===== src/rtl/step_gen_pkg.sv =====
package step_gen_pkg;
  typedef enum logic [1:0] {
    RAMP_CRUISE = 2'd0,
    RAMP_ACCEL  = 2'd1,
    RAMP_DECEL  = 2'd2
  } ramp_e;

  typedef enum logic [1:0] {
    ENG_IDLE = 2'd0,
    ENG_RUN  = 2'd1,
    ENG_HELD = 2'd2
  } eng_e;
endpackage


===== src/rtl/sg_rate_accum.sv =====
module sg_rate_accum #(
  parameter int RW       = 16,
  parameter int MIN_RATE = 2
) (
  input  logic          clk_i,
  input  logic          rst_ni,
  input  logic          load_i,
  input  logic          run_i,
  input  logic [RW-1:0] reload_i,
  input  logic [RW-1:0] rate_i,
  output logic          fire_o
);
  localparam int AW = RW + 2;
  localparam logic [RW-1:0] MINR = RW'(MIN_RATE);

  logic signed [AW-1:0] acc_q, diff;
  logic [RW-1:0] reload_q, eff;

  assign eff    = (rate_i < MINR) ? MINR : rate_i;
  assign diff   = acc_q - $signed({2'b00, eff});
  assign fire_o = run_i & diff[AW-1];

  always_ff @(posedge clk_i or negedge rst_ni) begin
    if (!rst_ni) begin
      acc_q    <= '0;
      reload_q <= '0;
    end else if (load_i) begin
      acc_q    <= $signed({2'b00, reload_i});
      reload_q <= reload_i;
    end else if (run_i) begin
      acc_q <= fire_o ? diff + $signed({2'b00, reload_q}) : diff;
    end
  end
endmodule


===== src/rtl/sg_axis_bres.sv =====
module sg_axis_bres #(
  parameter int EW = 16,
  parameter int PW = 16
) (
  input  logic          clk_i,
  input  logic          rst_ni,
  input  logic          load_i,
  input  logic          evt_i,
  input  logic [EW-1:0] events_i,
  input  logic [EW-1:0] steps_i,
  input  logic          dir_i,
  output logic          step_o,
  output logic          dir_o,
  output logic [PW-1:0] pos_o
);
  localparam int CW = EW + 2;

  logic signed [CW-1:0] cnt_q, diff;
  logic [EW-1:0] steps_q, events_q;
  logic          dir_q;
  logic [PW-1:0] pos_q;

  assign diff   = cnt_q - $signed({2'b00, steps_q});
  assign step_o = evt_i & diff[CW-1];
  assign dir_o  = dir_q;
  assign pos_o  = pos_q;

  always_ff @(posedge clk_i or negedge rst_ni) begin
    if (!rst_ni) begin
      cnt_q    <= '0;
      steps_q  <= '0;
      events_q <= '0;
      dir_q    <= 1'b0;
      pos_q    <= '0;
    end else if (load_i) begin
      cnt_q    <= $signed({2'b00, events_i >> 1});
      steps_q  <= steps_i;
      events_q <= events_i;
      dir_q    <= dir_i;
    end else if (evt_i) begin
      cnt_q <= step_o ? diff + $signed({2'b00, events_q}) : diff;
      if (step_o) pos_q <= dir_q ? pos_q - 1'b1 : pos_q + 1'b1;
    end
  end
endmodule


===== src/rtl/sg_ramp.sv =====
module sg_ramp
  import step_gen_pkg::*;
#(
  parameter int RW  = 16,
  parameter int TPA = 4
) (
  input  logic          clk_i,
  input  logic          rst_ni,
  input  logic          load_i,
  input  logic          start_decel_i,
  input  logic          resume_i,
  input  logic          run_i,
  input  logic          step_i,
  input  logic          hold_i,
  input  logic          decel_hit_i,
  input  logic          decel_eq_i,
  input  logic [RW-1:0] init_rate_i,
  input  logic [RW-1:0] nom_rate_i,
  input  logic [RW-1:0] inc_i,
  output logic [RW-1:0] rate_o,
  output logic [RW-1:0] rate_upd_o,
  output logic          stop_o
);
  localparam int CW = $clog2(TPA + 1);
  localparam logic [CW-1:0] HALF = CW'(TPA / 2);
  localparam logic [CW-1:0] FULL = CW'(TPA);

  ramp_e ramp_q, ramp_u, ramp_n;
  logic [CW-1:0] cnt_q, cnt_u, cnt_n;
  logic [RW-1:0] rate_q, rate_u, rate_n, nom_q, inc_q;
  logic [RW:0]   sum;

  assign sum = {1'b0, rate_q} + {1'b0, inc_q};

  // per-period velocity update
  always_comb begin
    rate_u = rate_q;
    ramp_u = ramp_q;
    cnt_u  = cnt_q;
    if (run_i && ramp_q != RAMP_CRUISE) begin
      cnt_u = cnt_q - 1'b1;
      if (cnt_q == CW'(1)) begin
        cnt_u = FULL;
        if (ramp_q == RAMP_ACCEL) begin
          if (sum >= {1'b0, nom_q}) begin
            rate_u = nom_q;
            ramp_u = RAMP_CRUISE;
          end else begin
            rate_u = sum[RW-1:0];
          end
        end else if (rate_q > inc_q) begin
          rate_u = rate_q - inc_q;
        end else begin
          rate_u = rate_q >> 1;
        end
      end
    end
  end

  // step-event overrides
  always_comb begin
    rate_n = rate_u;
    ramp_n = ramp_u;
    cnt_n  = cnt_u;
    if (load_i) begin
      rate_n = init_rate_i;
      cnt_n  = HALF;
      if (start_decel_i)                  ramp_n = RAMP_DECEL;
      else if (init_rate_i == nom_rate_i) ramp_n = RAMP_CRUISE;
      else                                ramp_n = RAMP_ACCEL;
    end else if (resume_i) begin
      rate_n = '0;
      ramp_n = RAMP_ACCEL;
      cnt_n  = HALF;
    end else if (run_i && step_i) begin
      if (hold_i) begin
        if (ramp_u != RAMP_DECEL) begin
          ramp_n = RAMP_DECEL;
          cnt_n  = HALF;
        end
      end else if (decel_hit_i && ramp_u != RAMP_DECEL) begin
        ramp_n = RAMP_DECEL;
        if (decel_eq_i) cnt_n = (rate_u == nom_q) ? HALF : FULL - cnt_u;
      end
    end
  end

  assign rate_o     = rate_q;
  assign rate_upd_o = rate_u;
  assign stop_o     = run_i & step_i & hold_i & (rate_u <= inc_q);

  always_ff @(posedge clk_i or negedge rst_ni) begin
    if (!rst_ni) begin
      ramp_q <= RAMP_CRUISE;
      cnt_q  <= '0;
      rate_q <= '0;
      nom_q  <= '0;
      inc_q  <= '0;
    end else begin
      ramp_q <= ramp_n;
      cnt_q  <= cnt_n;
      rate_q <= rate_n;
      if (load_i) begin
        nom_q <= nom_rate_i;
        inc_q <= inc_i;
      end
    end
  end
endmodule


===== src/rtl/step_event_gen.sv =====
module step_event_gen
  import step_gen_pkg::*;
#(
  parameter int NAX      = 3,
  parameter int EW       = 16,
  parameter int RW       = 16,
  parameter int PW       = 16,
  parameter int TPA      = 4,
  parameter int MIN_RATE = 2
) (
  input  logic              clk_i,
  input  logic              rst_ni,
  input  logic              tick_i,
  input  logic              mv_valid_i,
  output logic              mv_ready_o,
  input  logic [NAX*EW-1:0] mv_steps_i,
  input  logic [NAX-1:0]    mv_dir_i,
  input  logic [EW-1:0]     mv_events_i,
  input  logic [RW-1:0]     mv_reload_i,
  input  logic [RW-1:0]     mv_init_rate_i,
  input  logic [RW-1:0]     mv_nom_rate_i,
  input  logic [RW-1:0]     mv_rate_inc_i,
  input  logic [EW-1:0]     mv_decel_after_i,
  input  logic              hold_i,
  input  logic              resume_i,
  output logic [NAX-1:0]    step_o,
  output logic [NAX-1:0]    dir_o,
  output logic [NAX*PW-1:0] pos_o,
  output logic [RW-1:0]     rate_o,
  output logic              held_o,
  output logic              done_o
);
  eng_e          state_q;
  logic          have_q, done_q;
  logic [EW-1:0] rem_q, da_q, rem_next;
  logic [NAX-1:0] step_q, ax_step;
  logic          load, tick_run, resume_go, fire, stop, step_evt, decel_hit, decel_eq;
  logic [RW-1:0] rate_upd;

  assign mv_ready_o = tick_i & ~hold_i &
                      ((state_q == ENG_IDLE) | ((state_q == ENG_RUN) & ~have_q));
  assign load      = mv_valid_i & mv_ready_o;
  assign tick_run  = tick_i & (state_q == ENG_RUN) & have_q;
  assign resume_go = (state_q == ENG_HELD) & resume_i & ~hold_i;
  assign step_evt  = fire & ~stop;
  assign rem_next  = rem_q - 1'b1;
  assign decel_eq  = (rem_next == da_q);
  assign decel_hit = (rem_next != '0) && (rem_next <= da_q);

  sg_rate_accum #(.RW(RW), .MIN_RATE(MIN_RATE)) u_acc (
    .clk_i    (clk_i),
    .rst_ni   (rst_ni),
    .load_i   (load),
    .run_i    (tick_run),
    .reload_i (mv_reload_i),
    .rate_i   (rate_upd),
    .fire_o   (fire)
  );

  sg_ramp #(.RW(RW), .TPA(TPA)) u_ramp (
    .clk_i         (clk_i),
    .rst_ni        (rst_ni),
    .load_i        (load),
    .start_decel_i (mv_events_i == mv_decel_after_i),
    .resume_i      (resume_go),
    .run_i         (tick_run),
    .step_i        (fire),
    .hold_i        (hold_i),
    .decel_hit_i   (decel_hit),
    .decel_eq_i    (decel_eq),
    .init_rate_i   (mv_init_rate_i),
    .nom_rate_i    (mv_nom_rate_i),
    .inc_i         (mv_rate_inc_i),
    .rate_o        (rate_o),
    .rate_upd_o    (rate_upd),
    .stop_o        (stop)
  );

  for (genvar a = 0; a < NAX; a++) begin : g_ax
    sg_axis_bres #(.EW(EW), .PW(PW)) u_ax (
      .clk_i    (clk_i),
      .rst_ni   (rst_ni),
      .load_i   (load),
      .evt_i    (step_evt),
      .events_i (mv_events_i),
      .steps_i  (mv_steps_i[a*EW +: EW]),
      .dir_i    (mv_dir_i[a]),
      .step_o   (ax_step[a]),
      .dir_o    (dir_o[a]),
      .pos_o    (pos_o[a*PW +: PW])
    );
  end

  always_ff @(posedge clk_i or negedge rst_ni) begin
    if (!rst_ni) begin
      state_q <= ENG_IDLE;
      have_q  <= 1'b0;
      rem_q   <= '0;
      da_q    <= '0;
      step_q  <= '0;
      done_q  <= 1'b0;
    end else begin
      step_q <= ax_step;
      done_q <= 1'b0;
      if (load) begin
        state_q <= ENG_RUN;
        have_q  <= (mv_events_i != '0);
        rem_q   <= mv_events_i;
        da_q    <= mv_decel_after_i;
      end else begin
        case (state_q)
          ENG_RUN: begin
            if (!have_q) begin
              if (tick_i && !hold_i) begin
                state_q <= ENG_IDLE;
                done_q  <= 1'b1;
              end
            end else if (tick_run && stop) begin
              state_q <= ENG_HELD;
            end else if (tick_run && step_evt) begin
              rem_q <= rem_next;
              if (rem_next == '0) have_q <= 1'b0;
            end
          end
          ENG_HELD: if (resume_go) state_q <= ENG_RUN;
          default: ;
        endcase
      end
    end
  end

  assign step_o = step_q;
  assign done_o = done_q;
  assign held_o = (state_q == ENG_HELD);
endmodule


===== config.mk =====
export PLATFORM = sky130hd
export DESIGN_NAME = step_event_gen
export DESIGN_NICKNAME = d
export VERILOG_FILES = /design/src/rtl/step_gen_pkg.sv /design/src/rtl/sg_rate_accum.sv /design/src/rtl/sg_axis_bres.sv /design/src/rtl/sg_ramp.sv /design/src/rtl/step_event_gen.sv
export SDC_FILE = /design/constraint.sdc
export NUM_CORES = 1
export LEC_CHECK = 0
export ABC_AREA = 1
export BUFFER_PORTS_ARGS = -buffer_cell sky130_fd_sc_hd__clkbuf_2
export CORE_MARGIN = 8
export CORE_UTILIZATION = 50
export CTS_CLUSTER_DIAMETER = 60
export DETAILED_ROUTE_END_ITERATION = 8
export PLACE_DENSITY = 0.72
export SYNTH_ARGS = -nofsm -noshare
export SYNTH_HDL_FRONTEND = slang
export SYNTH_SLANG_ARGS = --single-unit

===== constraint.sdc =====
create_clock -name clk_i -period 6.4 [get_ports clk_i]
set_input_delay 0.96 -clock clk_i [delete_from_list [all_inputs] [get_ports clk_i]]
set_output_delay 0.96 -clock clk_i [all_outputs]
set_load 0.005 [all_outputs]

==> out/results.tsv <==
stage	metric	value	unit
place	RD Place Congestion	1.008	
sta	f_max	142.0	MHz
die	Die W	238.1	um
place	hpwl dp	60.33	mm
sta	Post-Route Setup TNS	-57.57	ns
synth	Yosys top cell area share	29.92	%
clock_network	CTS Sinks	295	
synth	Mapped Nets	3821	
sta	max_slew headroom	18.28	%
clock_network	Clk Latency, worst-skew pair	0.58	ns
place	Placement Setup Slack	-0.5915	ns
job	maxcap violations	0	
synth	ranking of synthesized cells by area	dfrtp_1 30%, ha_1 13%, nand2_1 12%	
route	wire per inst	18.00	um
synth	synth cell count leaders	795 x nand2_1, 455 x inv_1, 295 x dfrtp_1	
clock_network	Inserted Clock Buffers	43	
grt	total grt overflow	0	
worst_setup_path	Max FO, Critical Path	4	
worst_setup_path	Setup CP Type	register to register	
hold_path	HP Class	input pin to asynchronous set/reset pin	
place	Port Buffers	225	
grt	vias in the first global route	23975	
die	die span in y	238.1	um
die	I/O pin count	226	
run_status	status	finished with violations	
cells_and_area	Nets	4370	
synth	syn_area_per_cell	7.262	um2
cells_and_area	Area growth syn-to-layout	31.90	%
synth	area leader, netlist	dfrtp_1	
synth	synthesized area	0.02467	mm2
clock_network	CTS tree	yes	
synth	ys flop type	dfrtp_1	
grt	first-pass GRT wire length	127.5	mm
grt	gr usage total	27.75	%
synth	post-synth cell types	57	
synth	yosys warns	0	
die	DIE AREA	0.05670	mm2
worst_setup_path	CP Data Arrival Time	7.50	ns
route	Iteration-0 DRC Markers	2282	
route	wirelength, routed	83.55	mm
sta	RSZ-0062 raised after global routing	true	
synth	sequential cell area fraction in the yosys report	29.92	%
worst_setup_path	CP Launch Type	register	
route	First-pass DRT Iterations	6	
grt	initial antenna violation count	9	
route	# DRC	0	
sta	crit path time final	7.042	ns
sta	post-route clock skew	0.02793	ns
synth	share of synthesized flip-flops with an asynchronous set or reset	100.0	%
worst_setup_path	CP dominant cell by count	nand2_2	
clock_network	Root Driver	clkbuf_16	
worst_setup_path	Crit path largest cell delay	0.39	ns
route	drt via density	5.445	
clock_network	H-tree Lvls	2	
worst_setup_path	slowest stage cell, crit path	dfrtp_1	
clock_network	clk buf depth	3	
route	Final ANT Viol Nets	0	
sta	fin crit share	110.0	%
sta	final hold violations	0	
worst_setup_path	Worst setup EP type	register	
sta	PnR worst setup slack	-0.6423	ns
synth	cell with the most instances after synthesis	nand2_1	
clock_network	clk slew on worst S/H paths	0.06	ns
sta	# setup viols final	146	
die	row count	81	
synth	Yosys reg bits	295	
synth	Synth Instances	3397	
route	Via Count	25283	
synth	EDFF count, synth	0	
die	Initial Util	50.50	%
run_status	failing checks	negative setup slack	
grt	largest net degree at the start of global routing	140	
sta	Slew @ Worst Pin	1.223	ns
worst_setup_path	worst path required time	6.86	ns
cells_and_area	layout cells sized above 1	25.11	%
die	Core Region	0.04885	mm2
clock_network	CTS Hold Bufs	0	
sta	Slew Limit Fails	0	
## what timing repair did
| action | in CTS | in global routing |
|---|---|---|
| pin swaps | 57 | 100 |
| setup endpoints to repair | 144 | 147 |
| gates cloned | 4 | 10 |
| resized for setup | 175 | 228 |
| buffers inserted | 78 | 42 |
## flip-flops by register name (all words and copies together), names as in the netlist, 16 cells and up
name                flops
g_ax.u_ax.pos_o        48
u_ramp.inc_q           16
u_ramp.nom_q           16
rem_q                  16
g_ax.u_ax.events_q     16
u_acc.acc_q            18
g_ax.u_ax.steps_q      48
u_ramp.rate_o          16
da_q                   16
g_ax.u_ax.cnt_q        54
u_acc.reload_q         16
## logic make-up after synthesis
group	after synthesis	synth area share, %
XOR/XNOR	218	7.770
buffers and inverters	565	9.054
flip-flops	295	29.92
AO/OA/AOI/OAI	680	15.63
AND/OR/NAND/NOR	1368	23.48
adder cells (fa/ha/maj)	271	14.14
## stage by stage
step           utilization [%]  cell area (um2)  std cells  hold slack [ns]
2_1_floorplan                -            24820       3397           0.4530
3_3_place_gp             58.07            28370       4448           0.4672
3_5_place_dp             58.07            28370       4448           0.4744
4_1_cts                  63.94            31240       4603           0.2077
5_1_grt                  66.61            32540       4642           0.2218
6_report                 66.61            32540       4643           0.2226
## final timing paths
check | start | end | slack [ns] | cells past startpoint
min | rst_ni | u_acc.reload_q[10] | 0.22 | 1
min in group clk_i | da_q[1] | da_q[1] | 0.49 | 2
min reg2reg | da_q[1] | da_q[1] | 0.49 | 2
max | u_ramp.rate_o[0] | u_acc.acc_q[16] | -0.64 | 49
max in group asynchronous | rst_ni | step_o[0] | 4.92 | 2
max reg2reg | u_ramp.rate_o[0] | u_acc.acc_q[16] | -0.64 | 49
## layout by cell type, fill, tap and decap left out, types with 39 or more instances in the layout
master / n
a21oi_1: 226
a21oi_2: 39
buf_4: 292
buf_6: 56
clkbuf_16: 50
clkbuf_2: 224
dfrtp_1: 293
ha_1: 229
inv_1: 431
nand2_1: 734
nand2_2: 49
nand3_1: 217
nor2_1: 183
o21ai_0: 185
o21ai_1: 43
xnor2_1: 57
xor2_1: 143
## layout make-up
| cell class | count | area (um2) |
|---|---|---|
| Multi-Input combinational cell | 2538 | 16470 |
| Tap cell | 664 | 830.8 |
| Fill cell | 4080 | 16310 |
| Sequential cell | 295 | 7385 |
| Clock inverter | 24 | 304.0 |
| Clock buffer | 50 | 1142 |
| Timing Repair Buffer | 602 | 4592 |
| Inverter | 465 | 1799 |
| Timing Repair inverter | 1 | 7.507 |
| Antenna cell | 4 | 10.01 |
## metal layers
layer | vias up | track usage, % | share of wire (%)
met5 | - | 0 | 0.074
met4 | 10 | 10.51 | 4.5
met3 | 236 | 5.376 | 8.2
met2 | 955 | 43.57 | 44
met1 | 11798 | 37.62 | 43
li1 | 12284 | - | -
## critical path, delay by kind of cell, from the launching register on
kind	cells	cell delay [ns]
xor gates and xnor gates	3	0.57
and+or+nand+nor	25	2.50
buffers and inverters	7	0.75
DFF	1	0.39
adders and majority gates	6	1.69
AOI/OAI and AO/OA	8	1.03
Power is left out: the tool's default activity adds up to more than one toggle a clock period on the data nets, which glitch-free logic cannot reach.
